==> src/rtl/pbseq_pkg.sv <==
package pbseq_pkg;

    localparam int NSLOT      = 4;
    localparam int SLOT_W     = $clog2(NSLOT);
    localparam int DW         = 16;
    localparam int HAW        = 8;
    localparam int PAW        = HAW - 1;
    localparam int CFG_W      = 8;
    localparam int STRICT_BIT = 4;
    localparam int TMO_BIT    = 5;
    localparam int LANE_W     = 8;
    localparam int TMO_DEF    = 8;

    typedef enum logic [1:0] {
        SP_IO  = 2'd0,
        SP_ID  = 2'd1,
        SP_MEM = 2'd2,
        SP_INT = 2'd3
    } space_e;

    typedef enum logic [1:0] {
        ST_IDLE,
        ST_SEL,
        ST_WAIT,
        ST_DONE
    } seq_state_e;

    typedef struct packed {
        logic              we;
        space_e            sp;
        logic [SLOT_W-1:0] slot;
        logic [PAW-1:0]    addr;
        logic [DW-1:0]     wdata;
    } xfer_t;

    function automatic xfer_t pack_xfer(input logic we, input logic [1:0] sp,
                                        input logic [SLOT_W-1:0] slot,
                                        input logic [HAW-1:0] byte_addr,
                                        input logic [DW-1:0] wdata);
        xfer_t x;
        x.we    = we;
        x.sp    = space_e'(sp);
        x.slot  = slot;
        x.addr  = byte_addr[HAW-1:1];
        x.wdata = wdata;
        return x;
    endfunction

    // ID space carries one byte per word: upper lane forced to zero
    function automatic logic [DW-1:0] shape_rdata(input space_e sp, input logic [DW-1:0] raw);
        logic [DW-1:0] r;
        r = raw;
        if (sp == SP_ID) r[DW-1:LANE_W] = '0;
        return r;
    endfunction

endpackage

==> src/rtl/pbseq_sync.sv <==
module pbseq_sync #(
    parameter int STAGES = 2
) (
    input  logic clk,
    input  logic rst,
    input  logic d_i,
    output logic q_o
);
    logic [STAGES-1:0] chain;

    always_ff @(posedge clk) begin
        if (rst) chain <= '0;
        else     chain <= {chain[STAGES-2:0], d_i};
    end

    assign q_o = chain[STAGES-1];
endmodule

==> src/rtl/pbseq_timer.sv <==
module pbseq_timer #(
    parameter int LIMIT = 8
) (
    input  logic clk,
    input  logic rst,
    input  logic start_i,
    input  logic run_i,
    output logic expire_o
);
    localparam int CW = $clog2(LIMIT + 1);
    logic [CW-1:0] cnt;

    always_ff @(posedge clk) begin
        if (rst)                                  cnt <= '0;
        else if (start_i)                         cnt <= CW'(1);
        else if (run_i && (cnt < CW'(LIMIT)))     cnt <= cnt + CW'(1);
    end

    assign expire_o = run_i && (cnt == CW'(LIMIT - 1));

    // the counter never runs past its limit
    a_r5_cnt_bound: assert property (@(posedge clk) disable iff (rst) cnt <= CW'(LIMIT));
endmodule

==> src/rtl/pbseq_stat.sv <==
module pbseq_stat
    import pbseq_pkg::*;
(
    input  logic             clk,
    input  logic             rst,
    input  logic             wr_i,
    input  logic [CFG_W-1:0] wdata_i,
    input  logic             tmo_evt_i,
    output logic             strict_o,
    output logic [CFG_W-1:0] rdata_o
);
    logic flag;

    always_ff @(posedge clk) begin
        if (rst) begin
            strict_o <= 1'b0;
            flag     <= 1'b0;
        end else begin
            if (wr_i) strict_o <= wdata_i[STRICT_BIT];
            if (tmo_evt_i)                   flag <= 1'b1;
            else if (wr_i && wdata_i[TMO_BIT]) flag <= 1'b0;
        end
    end

    always_comb begin
        rdata_o             = '0;
        rdata_o[STRICT_BIT] = strict_o;
        rdata_o[TMO_BIT]    = flag;
    end

    // a timeout always leaves the sticky flag set
    a_r7_flag_sets: assert property (@(posedge clk) disable iff (rst) tmo_evt_i |=> flag);
endmodule

==> src/rtl/pbseq_fsm.sv <==
module pbseq_fsm
    import pbseq_pkg::*;
(
    input  logic          clk,
    input  logic          rst,
    input  logic          req_s_i,
    input  xfer_t         xfer_i,
    input  logic          ack_hit_i,
    input  logic [DW-1:0] rdata_q_i,
    input  logic          expire_i,
    input  logic          strict_i,
    output xfer_t         cur_o,
    output logic          sel_on_o,
    output logic          start_o,
    output logic          run_o,
    output logic          done_o,
    output logic          berr_o,
    output logic [DW-1:0] rdata_o,
    output logic          tmo_evt_o,
    output logic          act_evt_o
);
    seq_state_e st;

    always_ff @(posedge clk) begin
        if (rst) begin
            st      <= ST_IDLE;
            cur_o   <= '0;
            done_o  <= 1'b0;
            berr_o  <= 1'b0;
            rdata_o <= '0;
        end else begin
            unique case (st)
                ST_IDLE: if (req_s_i) begin
                    cur_o <= xfer_i;
                    st    <= ST_SEL;
                end
                ST_SEL: st <= ST_WAIT;
                ST_WAIT: begin
                    if (ack_hit_i) begin
                        rdata_o <= shape_rdata(cur_o.sp, rdata_q_i);
                        done_o  <= 1'b1;
                        st      <= ST_DONE;
                    end else if (expire_i) begin
                        if (strict_i) begin
                            berr_o <= 1'b1;
                        end else begin
                            done_o  <= 1'b1;
                            rdata_o <= '1;
                        end
                        st <= ST_DONE;
                    end
                end
                ST_DONE: if (!req_s_i) begin
                    done_o <= 1'b0;
                    berr_o <= 1'b0;
                    st     <= ST_IDLE;
                end
                default: st <= ST_IDLE;
            endcase
        end
    end

    assign sel_on_o  = (st == ST_SEL);
    assign start_o   = (st == ST_SEL);
    assign run_o     = (st == ST_WAIT);
    assign tmo_evt_o = (st == ST_WAIT) && !ack_hit_i && expire_i;
    assign act_evt_o = (st == ST_WAIT) && ack_hit_i;

    // select lasts one cycle
    a_r2_sel_one_cycle: assert property (@(posedge clk) disable iff (rst) sel_on_o |=> !sel_on_o);
    // select only follows a synchronised request
    a_r1_sel_after_req: assert property (@(posedge clk) disable iff (rst) $rose(sel_on_o) |-> $past(req_s_i));
    // completion held while request stays high
    a_r10_hold: assert property (@(posedge clk) disable iff (rst) (done_o && req_s_i) |=> done_o);
endmodule

==> src/rtl/pbus_seq.sv <==
module pbus_seq
    import pbseq_pkg::*;
#(
    parameter int TMO_CLKS = TMO_DEF
) (
    input  logic              clk,
    input  logic              rst,
    input  logic              hst_req_i,
    input  logic              hst_we_i,
    input  logic [1:0]        hst_space_i,
    input  logic [SLOT_W-1:0] hst_slot_i,
    input  logic [HAW-1:0]    hst_addr_i,
    input  logic [DW-1:0]     hst_wdata_i,
    output logic              hst_done_o,
    output logic              hst_berr_o,
    output logic [DW-1:0]     hst_rdata_o,
    input  logic              cfg_wr_i,
    input  logic [CFG_W-1:0]  cfg_wdata_i,
    output logic [CFG_W-1:0]  cfg_rdata_o,
    output logic [NSLOT-1:0]  pb_io_sel_o,
    output logic [NSLOT-1:0]  pb_id_sel_o,
    output logic [NSLOT-1:0]  pb_mem_sel_o,
    output logic [NSLOT-1:0]  pb_int_sel_o,
    output logic              pb_we_o,
    output logic [PAW-1:0]    pb_addr_o,
    output logic [DW-1:0]     pb_wdata_o,
    input  logic [DW-1:0]     pb_rdata_i,
    input  logic [NSLOT-1:0]  pb_ack_i,
    output logic [NSLOT-1:0]  act_o
);
    logic             req_s;
    logic [NSLOT-1:0] ack_q;
    logic [DW-1:0]    rdata_q;
    xfer_t            cur;
    logic             sel_on, t_start, t_run, expire, strict;
    logic             tmo_evt, act_evt;

    pbseq_sync #(.STAGES(2)) u_sync (
        .clk(clk), .rst(rst), .d_i(hst_req_i), .q_o(req_s)
    );

    // acknowledge and data sampled one clock late
    always_ff @(posedge clk) begin
        if (rst) begin
            ack_q   <= '0;
            rdata_q <= '0;
        end else begin
            ack_q   <= pb_ack_i;
            rdata_q <= pb_rdata_i;
        end
    end

    pbseq_fsm u_fsm (
        .clk(clk), .rst(rst), .req_s_i(req_s),
        .xfer_i(pack_xfer(hst_we_i, hst_space_i, hst_slot_i, hst_addr_i, hst_wdata_i)),
        .ack_hit_i(ack_q[cur.slot]), .rdata_q_i(rdata_q), .expire_i(expire),
        .strict_i(strict), .cur_o(cur), .sel_on_o(sel_on), .start_o(t_start),
        .run_o(t_run), .done_o(hst_done_o), .berr_o(hst_berr_o),
        .rdata_o(hst_rdata_o), .tmo_evt_o(tmo_evt), .act_evt_o(act_evt)
    );

    pbseq_timer #(.LIMIT(TMO_CLKS)) u_timer (
        .clk(clk), .rst(rst), .start_i(t_start), .run_i(t_run), .expire_o(expire)
    );

    pbseq_stat u_stat (
        .clk(clk), .rst(rst), .wr_i(cfg_wr_i), .wdata_i(cfg_wdata_i),
        .tmo_evt_i(tmo_evt), .strict_o(strict), .rdata_o(cfg_rdata_o)
    );

    for (genvar g = 0; g < NSLOT; g++) begin : g_slot
        logic hit;
        assign hit             = sel_on && (cur.slot == SLOT_W'(g));
        assign pb_io_sel_o[g]  = hit && (cur.sp == SP_IO);
        assign pb_id_sel_o[g]  = hit && (cur.sp == SP_ID);
        assign pb_mem_sel_o[g] = hit && (cur.sp == SP_MEM);
        assign pb_int_sel_o[g] = hit && (cur.sp == SP_INT);

        always_ff @(posedge clk) begin
            if (rst) act_o[g] <= 1'b0;
            else     act_o[g] <= act_evt && (cur.slot == SLOT_W'(g));
        end
    end

    assign pb_we_o    = cur.we;
    assign pb_addr_o  = cur.addr;
    assign pb_wdata_o = cur.wdata;

    // at most one select line anywhere
    a_r3_sel_onehot: assert property (@(posedge clk) disable iff (rst)
        $onehot0({pb_io_sel_o, pb_id_sel_o, pb_mem_sel_o, pb_int_sel_o}));
    // completion and bus error exclusive
    a_r6_exclusive: assert property (@(posedge clk) disable iff (rst) !(hst_done_o && hst_berr_o));
    // activity pulse lasts one cycle
    a_r9_act_pulse: assert property (@(posedge clk) disable iff (rst) (|act_o) |=> !(|act_o));
endmodule

==> config.mk <==
export PLATFORM = sky130hd
export DESIGN_NAME = pbus_seq
export DESIGN_NICKNAME = d
export VERILOG_FILES = /design/src/rtl/pbseq_pkg.sv /design/src/rtl/pbseq_sync.sv /design/src/rtl/pbseq_timer.sv /design/src/rtl/pbseq_stat.sv /design/src/rtl/pbseq_fsm.sv /design/src/rtl/pbus_seq.sv
export SDC_FILE = /design/constraint.sdc
export NUM_CORES = 1
export LEC_CHECK = 0
export CAP_MARGIN = 30
export CORE_MARGIN = 5
export CORE_UTILIZATION = 25
export CTS_CLUSTER_DIAMETER = 80
export CTS_CLUSTER_SIZE = 16
export DETAILED_ROUTE_END_ITERATION = 10
export SLEW_MARGIN = 0
export SYNTH_ARGS = -nofsm -noshare
export SYNTH_HDL_FRONTEND = slang
export SYNTH_SLANG_ARGS = --single-unit
export TNS_END_PERCENT = 30
==> constraint.sdc <==
create_clock -name clk -period 4.3 [get_ports clk]
set_input_delay 0.86 -clock clk [delete_from_list [all_inputs] [get_ports clk]]
set_output_delay 0.86 -clock clk [all_outputs]
set_load 0.02 [all_outputs]
[After elaboration in Yosys (flattened, before gate mapping)]
Index checks and enable logic that the tools add are counted.
Cells by class
  add/sub/neg operators: 1
  magnitude comparators: 2
  equal/unequal tests: 18
  mux-type cells: 24
  reduce and logical (&&, ||, !) cells: 44
Operators by type and width (count)
  $mux 16: 3
  $logic_and 1x1->1: 30
  $eq 2x2->1 const B: 6
  $mux 1: 12
  $ne 2x2->1 const B: 5
  $mux 2: 4
  $mux 8: 1
  $pmux 2 s4: 1
  $reduce_bool 2->1: 4
  $eq 2x1->1 const B: 3
  $logic_not 2->1: 3
  $ne 3x3->1 const B: 2
  $reduce_and 3->1: 2
  $reduce_and 5->1: 1
  $add 4x1->4 const B: 1
  $eq 4x3->1 const B: 1
  $lt 4x4->1 const B: 1
  $pmux 1 s2: 2
  $reduce_and 4->1: 1
  $lt 2x3->1 const B: 1
  $bmux 1 s2: 1
  $ne 2x1->1 const B: 1
  $reduce_and 2->1: 1
  $reduce_or 2->1: 1
  $logic_not 1->1: 1
Word-level totals
  bits in registers: 80
  bits of input ports: 61
  output and inout bits: 70
  word-level logic and storage cells: 109

[Longest topological paths before layout]
Gate-level depths: netlist of run 1.
  depth in word-level cells: 6
  mapped depth: 7
  depth with buffers taken out: 6

[Modules after synthesis]
A second synthesis of run 1 with hierarchy kept.
Second synthesis, totals
  cells, all modules: 343
  area total of the unflattened synthesis: 3050.4 um^2
Modules (own cells, without submodules)
  pbseq_fsm: times used 1, cells each 229, area an instance 1888.1 um^2, sequential area each 960.9 um^2
  pbus_seq: times used 1, cells each 77, area an instance 789.5 um^2, sequential area each 480.5 um^2
  pbseq_timer: times used 1, cells each 17, area an instance 180.2 um^2, sequential area each 80.1 um^2
  pbseq_stat: times used 1, cells each 16, area an instance 140.1 um^2, sequential area each 40.0 um^2
  pbseq_sync: times used 1, cells each 4, area an instance 52.6 um^2, sequential area each 40.0 um^2

[Worst setup path before layout of run 1]
Ideal clock, no wire load.
  kind: reg2out
  start point: register u_fsm.st[1]
  end point: output port pb_io_sel_o[2]
  arrival: 1.545 ns
  data required time: 3.440 ns
  path slack: 1.895 ns
  cell stages (with the launch flop): 6
  path buffers: 1
  path through: dfxtp_1 -> inv_1 -> ha_1 -> clkbuf_1 -> nand2_1 -> nor4_1
Between the ends
  cells in the longest elaborated chain, start to end: 3
Ends and longest elaborated chain
  start: declaration: line pbseq_fsm.sv:22  | seq_state_e st;
  start signal: assignment: line pbseq_fsm.sv:26  | st <= ST_IDLE;
  start signal: assignment: line pbseq_fsm.sv:35  | st <= ST_SEL;
  start signal: assignment: line pbseq_fsm.sv:37  | ST_SEL: st <= ST_WAIT;
  $eq 2x1->1: line pbseq_fsm.sv:63  | assign sel_on_o = (st == ST_SEL);
  $logic_and 1x1->1: line pbus_seq.sv:73  | assign hit = sel_on && (cur.slot == SLOT_W'(g));
  $logic_and 1x1->1: line pbus_seq.sv:74  | assign pb_io_sel_o[g] = hit && (cur.sp == SP_IO);
  end: declaration: line pbus_seq.sv:20  | output logic [NSLOT-1:0] pb_io_sel_o,
Every way passes these cells.

[Final worst setup path of run 1]
  start point: register u_fsm.st[1]
  end point: output port pb_id_sel_o[2]
Between the ends
  cells in the longest elaborated chain, start to end: 3
Ends and longest elaborated chain
  $eq 2x1->1: line pbseq_fsm.sv:63
  $logic_and 1x1->1: line pbus_seq.sv:73
  $logic_and 1x1->1: line pbus_seq.sv:75  | assign pb_id_sel_o[g] = hit && (cur.sp == SP_ID);
  end: declaration: line pbus_seq.sv:21  | output logic [NSLOT-1:0] pb_id_sel_o,
Every way passes these cells.

==> impl_metrics.csv, run 1 <==
group,metric,value,unit
status,outcome,"finished clean",
synth,synth-seq-cells,80,
global_routing,grt_pass1_wl,12700,um
worst_setup_path,start_kind,"flop",
synth,syn_avg_cell_area,9.01,um^2
clocking,cts_buffer_depth,2,
die,initial_core_util,25.3,%
die,design.core.area,0.0126,mm^2
clocking,cts_buffers,9,
die,dieHeight,123,um
worst_setup_path,cp_max_fo,8,
die,io_pins,131,
die,die_w,123,um
clocking,cts_tree,"done",
power,p_per_area,451,mW/mm^2
timing,tns,0,ns
worst_setup_path,cp_slowest_stage_delay,0.65,ns
routing,dr.pass1.iters,4,
routing,drcViolationCount,0,
layout,layoutNonFillerInstCount,611,
global_routing,antenna_found_initial,0,
worst_setup_path,path_cells,"inv_1 -> ha_1 -> nand2_1 -> nor3_1 -> clkdlybuf4s50_1",
timing,finalCritPeriodShare,71.2,%
power,p_leak,1.63,nW
synth,ys_types,37,
hold_path,hold_depth,1,
layout,drive_gt1_share,6.15,%
run,max_cap_viol_count,0,
timing,hold_viol,0,
clocking,cts_root_buf,"clkbuf_16",
worst_setup_path,r2r_cells,3,
power,peakVddDrop,0.000163,V
clocking,htreeDepth,3,
worst_setup_path,critical-path-top-delay-family,"buffers and inverters",
layout,synthToLayoutAreaGrowth,45.2,%
timing,report.final.setup_viol,0,
routing,wirelength,8120,um
layout,layout_commonest_cell,"clkdlybuf4s50_1",
placed_design,dpl.cell_count,595,
routing,vias_per_cell,4.18,
placed_design,place_congestion,0.745,
layout,n_antenna_cell,0,
worst_setup_path,end_kind,"output port",
worst_setup_path,r2r-start,"u_fsm.cur_o[23]",
hold_path,min_to,"u_sync.chain[1]",
global_routing,grt_pass1_vias,2573,
worst_setup_path,cp.required,3.44,ns
layout,final_cell_mix,"116 x clkdlybuf4s50_1, 80 x dfxtp_1, 63 x nand2_1",
synth,synth_area,0.00318,mm^2
timing,max_freq,0.326,GHz
global_routing,overflow,0,
worst_setup_path,path_buf_inv,2,
layout,layout.nets,502,
hold_path,hp-start,"u_sync.chain[0]",
clocking,clkLatencyLatePin,0.34,ns
hold_path,hp-class,"reg2reg",
timing,fin_worst_skew,0.00791,ns
timing,max-slew-margin-rel,36.4,%
worst_setup_path,slowest_stage,"clkdlybuf4s50_1",
timing,timing.hold.ws,0.434,ns
clocking,post_cts_buffers,0,
synth,synth-warning-count,0,
placed_design,io_buffers,117,
die,fp.dieArea,0.0151,mm^2
timing,rsz0062_at_grt,"no",
global_routing,grtUsageTotal,10.8,%
layout,postLayoutCoreUtil,36.7,%
timing,max_slew.worst_pin.slew,0.952,ns
global_routing,grt_start_max_net_pins,40,
routing,wl_per_cell,13.3,um
power,totalPowerFinal,2.08,mW
clocking,path_clk_slew,0.06,ns
synth,yosysSeqAreaShare,50.4,%
timing,min_period,3.06,ns
worst_setup_path,r2r-end,"u_fsm.rdata_o[2]",
worst_setup_path,startpoint,"u_fsm.st[1]",
worst_setup_path,r2r_slack,2.04,ns
worst_setup_path,critical_path_class,"reg2out",
placed_design,dp_hpwl,5860,um
routing,ant_nets,0,
die,std_cell_rows,41,
routing,drtIter0Drc,98,
clocking,cts_resized,0,
worst_setup_path,critPathArrivalTime,2.20,ns
clocking,clkSinkCount,80,
routing,vias,2553,
synth,netlist_instances,353,
clocking,cts_hold_buffers,0,
timing,drv_slew,0,
==> flip-flops by register name, indices dropped and copies added (netlist names) <==
signal           flops
ack_q                4
act_o                4
rdata_q             16
u_fsm.berr_o         1
u_fsm.cur_o         28
u_fsm.done_o         1
u_fsm.rdata_o       16
u_fsm.st             2
u_stat.flag          1
u_stat.strict_o      1
u_sync.chain         2
u_timer.cnt          4
==> metrics by stage <==
| step | cell area [um^2] | setup WS, ns |
|---|---|---|
| floorplan | 3200 | 1.89 |
| global placement | 4250 | 1.61 |
| detailed placement | 4280 | 1.55 |
| CTS | 4620 | 1.18 |
| global route | 4620 | 1.01 |
| finish | 4620 | 1.24 |
==> per-layer routing <==
metal,share of wire [%],vias to the layer above,GRT usage [%]
met3,9.4,10,4.70
met5,0,-,0
met4,1.4,0,3.71
met2,44,95,17.3
li1,-,1300,-
met1,45,1148,12.8
==> logic make-up (layout without fill, tap and decap cells) <==
logic type	after synthesis	after routing	share of synthesized area (%)
and+or+nand+nor	145	145	21.7
DFF	80	80	50.4
buffers and inverters	60	141	11.3
AOI/OAI and AO/OA	54	54	11.6
adders and majority gates	7	7	2.75
muxes	4	4	1.65
xor gates and xnor gates	2	2	0.551
other	1	6	0.118
==> area by class of cell <==
cell class,count,area [um^2]
clock buffers,11,253
well taps,172,215
repair buffers,119,1200
inverters,6,22.5
flip-flops and latches,80,1600
fillers,1303,7950
clock inverters,5,85.1
multi-input cells,218,1240
==> where the power goes <==
group / internal, mW / switching, mW
Combinational: 0.188 / 0.207
Clock: 0.544 / 0.306
Sequential: 0.797 / 0.0389
==> how the worst max path moves through the flow <==
| stage | slack (ns) | cells after the start | end |
|---|---|---|---|
| 6_report | 1.24 | 5 | pb_id_sel_o[2] |
| 5_1_grt | 1.01 | 5 | pb_io_sel_o[2] |
| 4_1_cts | 1.18 | 5 | pb_id_sel_o[2] |
| 3_5_place_dp | 1.55 | 5 | pb_id_sel_o[2] |
| 3_3_place_gp | 1.61 | 5 | pb_io_sel_o[2] |
| 2_1_floorplan | 1.89 | 5 | pb_io_sel_o[2] |
==> cells in the mapped netlist (all sizes together) <==
| cell type | count | area share (%) |
|---|---|---|
| dfxtp | 80 | 50 |
| nand2 | 63 | 7.4 |
| a21oi | 37 | 5.8 |
| buf | 36 | 8.4 |
| nor2b | 23 | 4.5 |
| nor2 | 21 | 2.5 |
| clkbuf | 18 | 2.1 |
| nor3 | 18 | 2.8 |
| o221a | 8 | 2.8 |
| ha | 7 | 2.8 |
| inv | 6 | 0.71 |
| nand2b | 6 | 1.2 |
| mux2i | 3 | 0.94 |
| nor4 | 3 | 0.59 |
| a311oi | 2 | 0.55 |
| nand3b | 2 | 0.47 |
| nor4b | 2 | 0.55 |
| nor4bb | 2 | 0.63 |
| xor2 | 2 | 0.55 |
| a211oi | 1 | 0.24 |
| a31oi | 1 | 0.20 |
| a32oi | 1 | 0.28 |
| a41o | 1 | 0.31 |
| a41oi | 1 | 0.28 |
| and2 | 1 | 0.20 |
| and3 | 1 | 0.20 |
| and3b | 1 | 0.28 |
| conb | 1 | 0.12 |
| mux4 | 1 | 0.71 |
| nand3 | 1 | 0.16 |
| o21a | 1 | 0.24 |
| o311ai | 1 | 0.83 |
| or3 | 1 | 0.20 |
Note: power is estimated with default switching activity, not from simulation.
==> run 2, diff against run 1 <==
==> constraint.sdc (replaced) <==
create_clock -name clk -period 3.2 [get_ports clk]
set_input_delay 0.64 -clock clk [delete_from_list [all_inputs] [get_ports clk]]
set_output_delay 0.64 -clock clk [all_outputs]
set_load 0.02 [all_outputs]
==> impl_metrics.csv, run 2 (synthesis results as in run 1) <==
group,metric,value,unit
status,outcome,"finished clean",
timing,tns,0,ns
hold_path,hp-class,"reg2reg",
power,clockPowerShare,38.9,%
worst_setup_path,cp_max_fo,8,
layout,max_flop_register,"u_fsm.cur_o",
timing,min_period,2.82,ns
power,p_per_area,589,mW/mm^2
timing,rsz0062_at_grt,"no",
power,p_comb_share,20.0,%
timing,drv_slew,0,
clocking,post_cts_buffers,0,
power,pwr-share-seq,41.1,%
clocking,clkSinkCount,80,
worst_setup_path,path_buf_inv,2,
timing,finalCritPeriodShare,88.2,%
layout,top_regs,"u_fsm.cur_o: 28 flops, rdata_q: 16 flops, u_fsm.rdata_o: 16 flops",
worst_setup_path,critPathArrivalTime,2.18,ns
placed_design,place_congestion,0.746,
worst_setup_path,start_kind,"flop",
die,io_pins,131,
timing,fin_worst_skew,0.00932,ns
die,design.core.area,0.0126,mm^2
global_routing,antenna_found_initial,0,
timing,max_slew.worst_pin.slew,0.736,ns
clocking,cts_tree,"done",
worst_setup_path,path_cells,"inv_1 -> ha_1 -> nand3b_1 -> nor3_1 -> clkdlybuf4s50_1",
placed_design,dp_hpwl,5770,um
routing,drcViolationCount,0,
layout,largest_reg_flops,28,
global_routing,overflow,0,
global_routing,grt_pass1_wl,12200,um
worst_setup_path,cp_slowest_stage_delay,0.65,ns
timing,report.final.setup_viol,0,
die,fp.dieArea,0.0151,mm^2
layout,layout.nets,505,
worst_setup_path,slowest_stage,"clkdlybuf4s50_1",
layout,n_antenna_cell,0,
power,peakVddDrop,0.000276,V
routing,vias_per_cell,4.20,
power,p_sw,773,uW
power,p_leak,1.64,nW
layout,fillers,1288,
routing,ant_nets,0,
routing,drtIter0Drc,102,
timing,max-slew-margin-rel,50.8,%
timing,max_freq,0.354,GHz
global_routing,grt_pass1_vias,2554,
worst_setup_path,critical-path-top-delay-family,"buffers and inverters",
die,std_cell_rows,41,
clocking,path_clk_slew,0.07,ns
layout,synthToLayoutAreaGrowth,45.3,%
routing,vias,2577,
routing,wl_per_cell,12.8,um
clocking,cts_buffer_depth,2,
global_routing,grtUsageTotal,10.4,%
run,max_cap_viol_count,0,
layout,drive_gt1_share,6.79,%
power,cell_internal_pwr,1.95,mW
layout,layout_commonest_cell,"clkdlybuf4s50_1",
clocking,htreeDepth,3,
routing,wirelength,7850,um
die,initial_core_util,25.3,%
timing,hold_viol,0,
clocking,cts_resized,0,
layout,final_cell_mix,"116 x clkdlybuf4s50_1, 80 x dfxtp_1, 63 x nand2_1",
power,swShare,28.4,%
die,die_w,123,um
layout,postLayoutCoreUtil,36.7,%
routing,dr.pass1.iters,4,
worst_setup_path,critical_path_class,"reg2out",
clocking,cts_buffers,9,
clocking,clkLatencyLatePin,0.34,ns
worst_setup_path,end_kind,"output port",
placed_design,io_buffers,117,
global_routing,grt_start_max_net_pins,40,
worst_setup_path,cp.required,2.56,ns
clocking,cts_root_buf,"clkbuf_16",
clocking,cts_hold_buffers,0,
die,dieHeight,123,um
## run 2: cell type report
type	instances	area, um^2	area share, %
Clock inverter	7	83.8	1.82
Clock buffer	9	225	4.88
Timing Repair Buffer	122	1230	26.7
Sequential cell	80	1600	34.7
Tap cell	172	215	4.66
Multi-Input combinational cell	218	1240	26.8
Inverter	6	22.5	0.488
## run 2: worst reg2reg max path, stage by stage (launching register included)
cell	delay [ns]
dfxtp_1	0.66
mux4_2	0.66
nand2_1	0.59
o221a_1	0.30
## run 2: per-stage QoR
step           total power [mW]  cells  worst slack (ns)  hold WS, ns  area (um^2)
3_5_place_dp               1.69    598             0.697        0.425         4310
6_report                   2.72    614             0.376        0.438         4620
3_3_place_gp               1.66    596             0.732        0.423         4270
4_1_cts                    2.77    614             0.328        0.441         4620
5_1_grt                    2.86    614             0.204        0.449         4620
2_1_floorplan              1.48    358              1.01        0.414         3200
## run 2: worst paths after layout
check	end	cells after the start	slack, ns	from
setup / recovery	pb_mem_sel_o[0]	5	0.38	u_fsm.st[1]
hold / removal	u_sync.chain[1]	1	0.44	u_sync.chain[0]
setup reg to reg	u_fsm.rdata_o[7]	3	0.94	u_fsm.cur_o[23]
hold reg to reg	u_sync.chain[1]	1	0.44	u_sync.chain[0]
## run 2: per-layer routing
layer	vias up	global-route usage, %	wire (um)
li1	1307	-	-
met1	1156	12.2	3430
met2	103	16.2	3420
met3	11	5.07	878
met4	0	4.20	124
met5	-	0	0
## run 2: power by group through the flow
stage                     logic [mW]  registers, mW  clock network (mW)
final                          0.543           1.12                1.06
after global routing           0.596           1.13                1.14
after CTS                      0.553           1.12                1.10
after detailed placement       0.550           1.14                   0
after global placement         0.525           1.14                   0
after floorplan                0.333           1.15                   0
==> run 3, diff against run 2 <==
--- a/config.mk
+++ b/config.mk
@@ -6,11 +6,13 @@
 export NUM_CORES = 1
 export LEC_CHECK = 0
 export CAP_MARGIN = 30
+export CORE_ASPECT_RATIO = 1.4
 export CORE_MARGIN = 5
 export CORE_UTILIZATION = 25
 export CTS_CLUSTER_DIAMETER = 80
 export CTS_CLUSTER_SIZE = 16
 export DETAILED_ROUTE_END_ITERATION = 10
+export PLACE_DENSITY_LB_ADDON = 0.3
 export SLEW_MARGIN = 0
 export SYNTH_ARGS = -nofsm -noshare
 export SYNTH_HDL_FRONTEND = slang
==> impl_metrics.csv, run 3 (synthesis results as in run 1) <==
group,metric,value,unit
timing,fin_worst_skew,0.00749,ns
routing,drcViolationCount,0,
power,peakVddDrop,0.000265,V
layout,fin_area,0.00456,mm^2
routing,dr.pass1.iters,4,
worst_setup_path,r2r_cells,3,
layout,top_regs,"u_fsm.cur_o: 28 flops, rdata_q: 16 flops, u_fsm.rdata_o: 16 flops",
timing,max_freq,0.352,GHz
timing,min_period,2.84,ns
placed_design,dpl-instance-area,0.00425,mm^2
placed_design,place_congestion,0.711,
clocking,cts_tree,"done",
timing,report.final.setup_viol,0,
timing,rsz0062_at_grt,"no",
global_routing,antenna_found_initial,0,
global_routing,overflow,0,
hold_path,min_to,"u_sync.chain[1]",
routing,ant_nets,0,
die,fp.dieArea,0.0151,mm^2
hold_path,hp-start,"u_sync.chain[0]",
worst_setup_path,r2r-start,"u_fsm.cur_o[23]",
worst_setup_path,cp_max_fo,8,
timing,timing.hold.ws,0.437,ns
global_routing,grt_pass1_wl,12900,um
layout,n_antenna_cell,0,
hold_path,hold_depth,1,
clocking,clkLatencyLatePin,0.33,ns
worst_setup_path,start_kind,"flop",
routing,drtIter0Drc,64,
clocking,htreeDepth,3,
routing,vias_per_cell,4.34,
worst_setup_path,critPathArrivalTime,2.20,ns
worst_setup_path,critical_path_class,"reg2out",
hold_path,hp-class,"reg2reg",
worst_setup_path,end_kind,"output port",
status,outcome,"finished clean",
clocking,post_cts_buffers,0,
global_routing,grt_pass1_vias,2604,
routing,vias,2557,
clocking,path_clk_slew,0.06,ns
clocking,cts_root_buf,"clkbuf_16",
clocking,cts_buffer_depth,2,
die,dieHeight,143,um
die,die_w,105,um
layout,drive_gt1_share,6.15,%
die,io_pins,131,
run,max_cap_viol_count,0,
placed_design,io_buffers,117,
routing,wl_per_cell,13.5,um
timing,drv_slew,0,
worst_setup_path,r2r-end,"u_fsm.rdata_o[1]",
layout,layout_commonest_cell,"clkdlybuf4s50_1",
timing,max-slew-margin-rel,37.5,%
die,std_cell_rows,48,
placed_design,dp_hpwl,5820,um
worst_setup_path,cp_slowest_stage_delay,0.66,ns
timing,hold_viol,0,
layout,final_cell_mix,"116 x clkdlybuf4s50_1, 80 x dfxtp_1, 63 x nand2_1",
power,p_per_area,588,mW/mm^2
clocking,cts_resized,0,
layout,synthToLayoutAreaGrowth,43.4,%
global_routing,grt_start_max_net_pins,40,
layout,max_flop_register,"u_fsm.cur_o",
global_routing,grtUsageTotal,10.7,%
clocking,cts_hold_buffers,0,
clocking,cts_buffers,9,
layout,largest_reg_flops,28,
worst_setup_path,path_cells,"inv_1 -> ha_1 -> nand2b_1 -> nor4_1 -> clkdlybuf4s50_1",
timing,finalCritPeriodShare,88.9,%
timing,max_slew.worst_pin.slew,0.935,ns
worst_setup_path,slowest_stage,"clkdlybuf4s50_1",
worst_setup_path,cp.required,2.56,ns
die,initial_core_util,25.6,%
power,p_leak,1.62,nW
worst_setup_path,r2r_slack,0.94,ns
die,design.core.area,0.0124,mm^2
clocking,clkSinkCount,80,
timing,tns,0,ns
layout,layout.nets,502,
routing,wirelength,7960,um
## run 3: metrics by stage
step / power [mW] / worst slack, ns / utilization [%] / instances
3_5_place_dp: 1.68 / 0.668 / 34.2 / 573
5_1_grt: 2.83 / 0.109 / 36.7 / 589
2_1_floorplan: 1.48 / 1.01 / - / 358
6_report: 2.68 / 0.355 / 36.7 / 589
3_3_place_gp: 1.66 / 0.720 / 34.0 / 572
4_1_cts: 2.73 / 0.287 / 36.7 / 589
## run 3: area by class of cell
class	instances	area [um^2]
clock buffers	10	239
clock inverters	6	67.6
fillers	1315	7870
inverters	6	22.5
multi-input cells	218	1240
flip-flops and latches	80	1600
well taps	150	188
repair buffers	119	1200
## run 3: worst max-delay path by stage
stage                     start              to  depth (start not counted)
finish              u_fsm.st[1]  pb_io_sel_o[0]                          5
CTS                 u_fsm.st[1]  pb_io_sel_o[0]                          5
global route        u_fsm.st[1]  pb_io_sel_o[2]                          5
floorplan           u_fsm.st[1]  pb_io_sel_o[2]                          5
global placement    u_fsm.st[1]  pb_io_sel_o[2]                          5
detailed placement  u_fsm.st[1]  pb_io_sel_o[0]                          5
## run 3: layer usage
| layer | global-route usage (%) | wire length (um) | vias to the layer above | part of all wire [%] |
|---|---|---|---|---|
| met4 | 3.73 | 69 | 0 | 0.87 |
| met1 | 12.4 | 3500 | 1157 | 44 |
| li1 | - | - | 1299 | - |
| met2 | 17.7 | 3730 | 96 | 47 |
| met3 | 4.40 | 664 | 5 | 8.3 |
| met5 | 0 | 0 | - | 0 |
## run 3: power breakdown
part	leakage, nW	switching, mW	total, mW	internal (mW)
registers	0.653	0.0504	1.12	1.07
logic	0.818	0.276	0.529	0.253
clock network	0.145	0.404	1.03	0.627
## run 3: critical path: cells and delay by family (launching register included)
kind	cells	cell delay, ns
AND/OR/NAND/NOR	2	0.38
adder cells (fa/ha/maj)	1	0.37
flip-flops	1	0.35
buffers and inverters	2	0.77
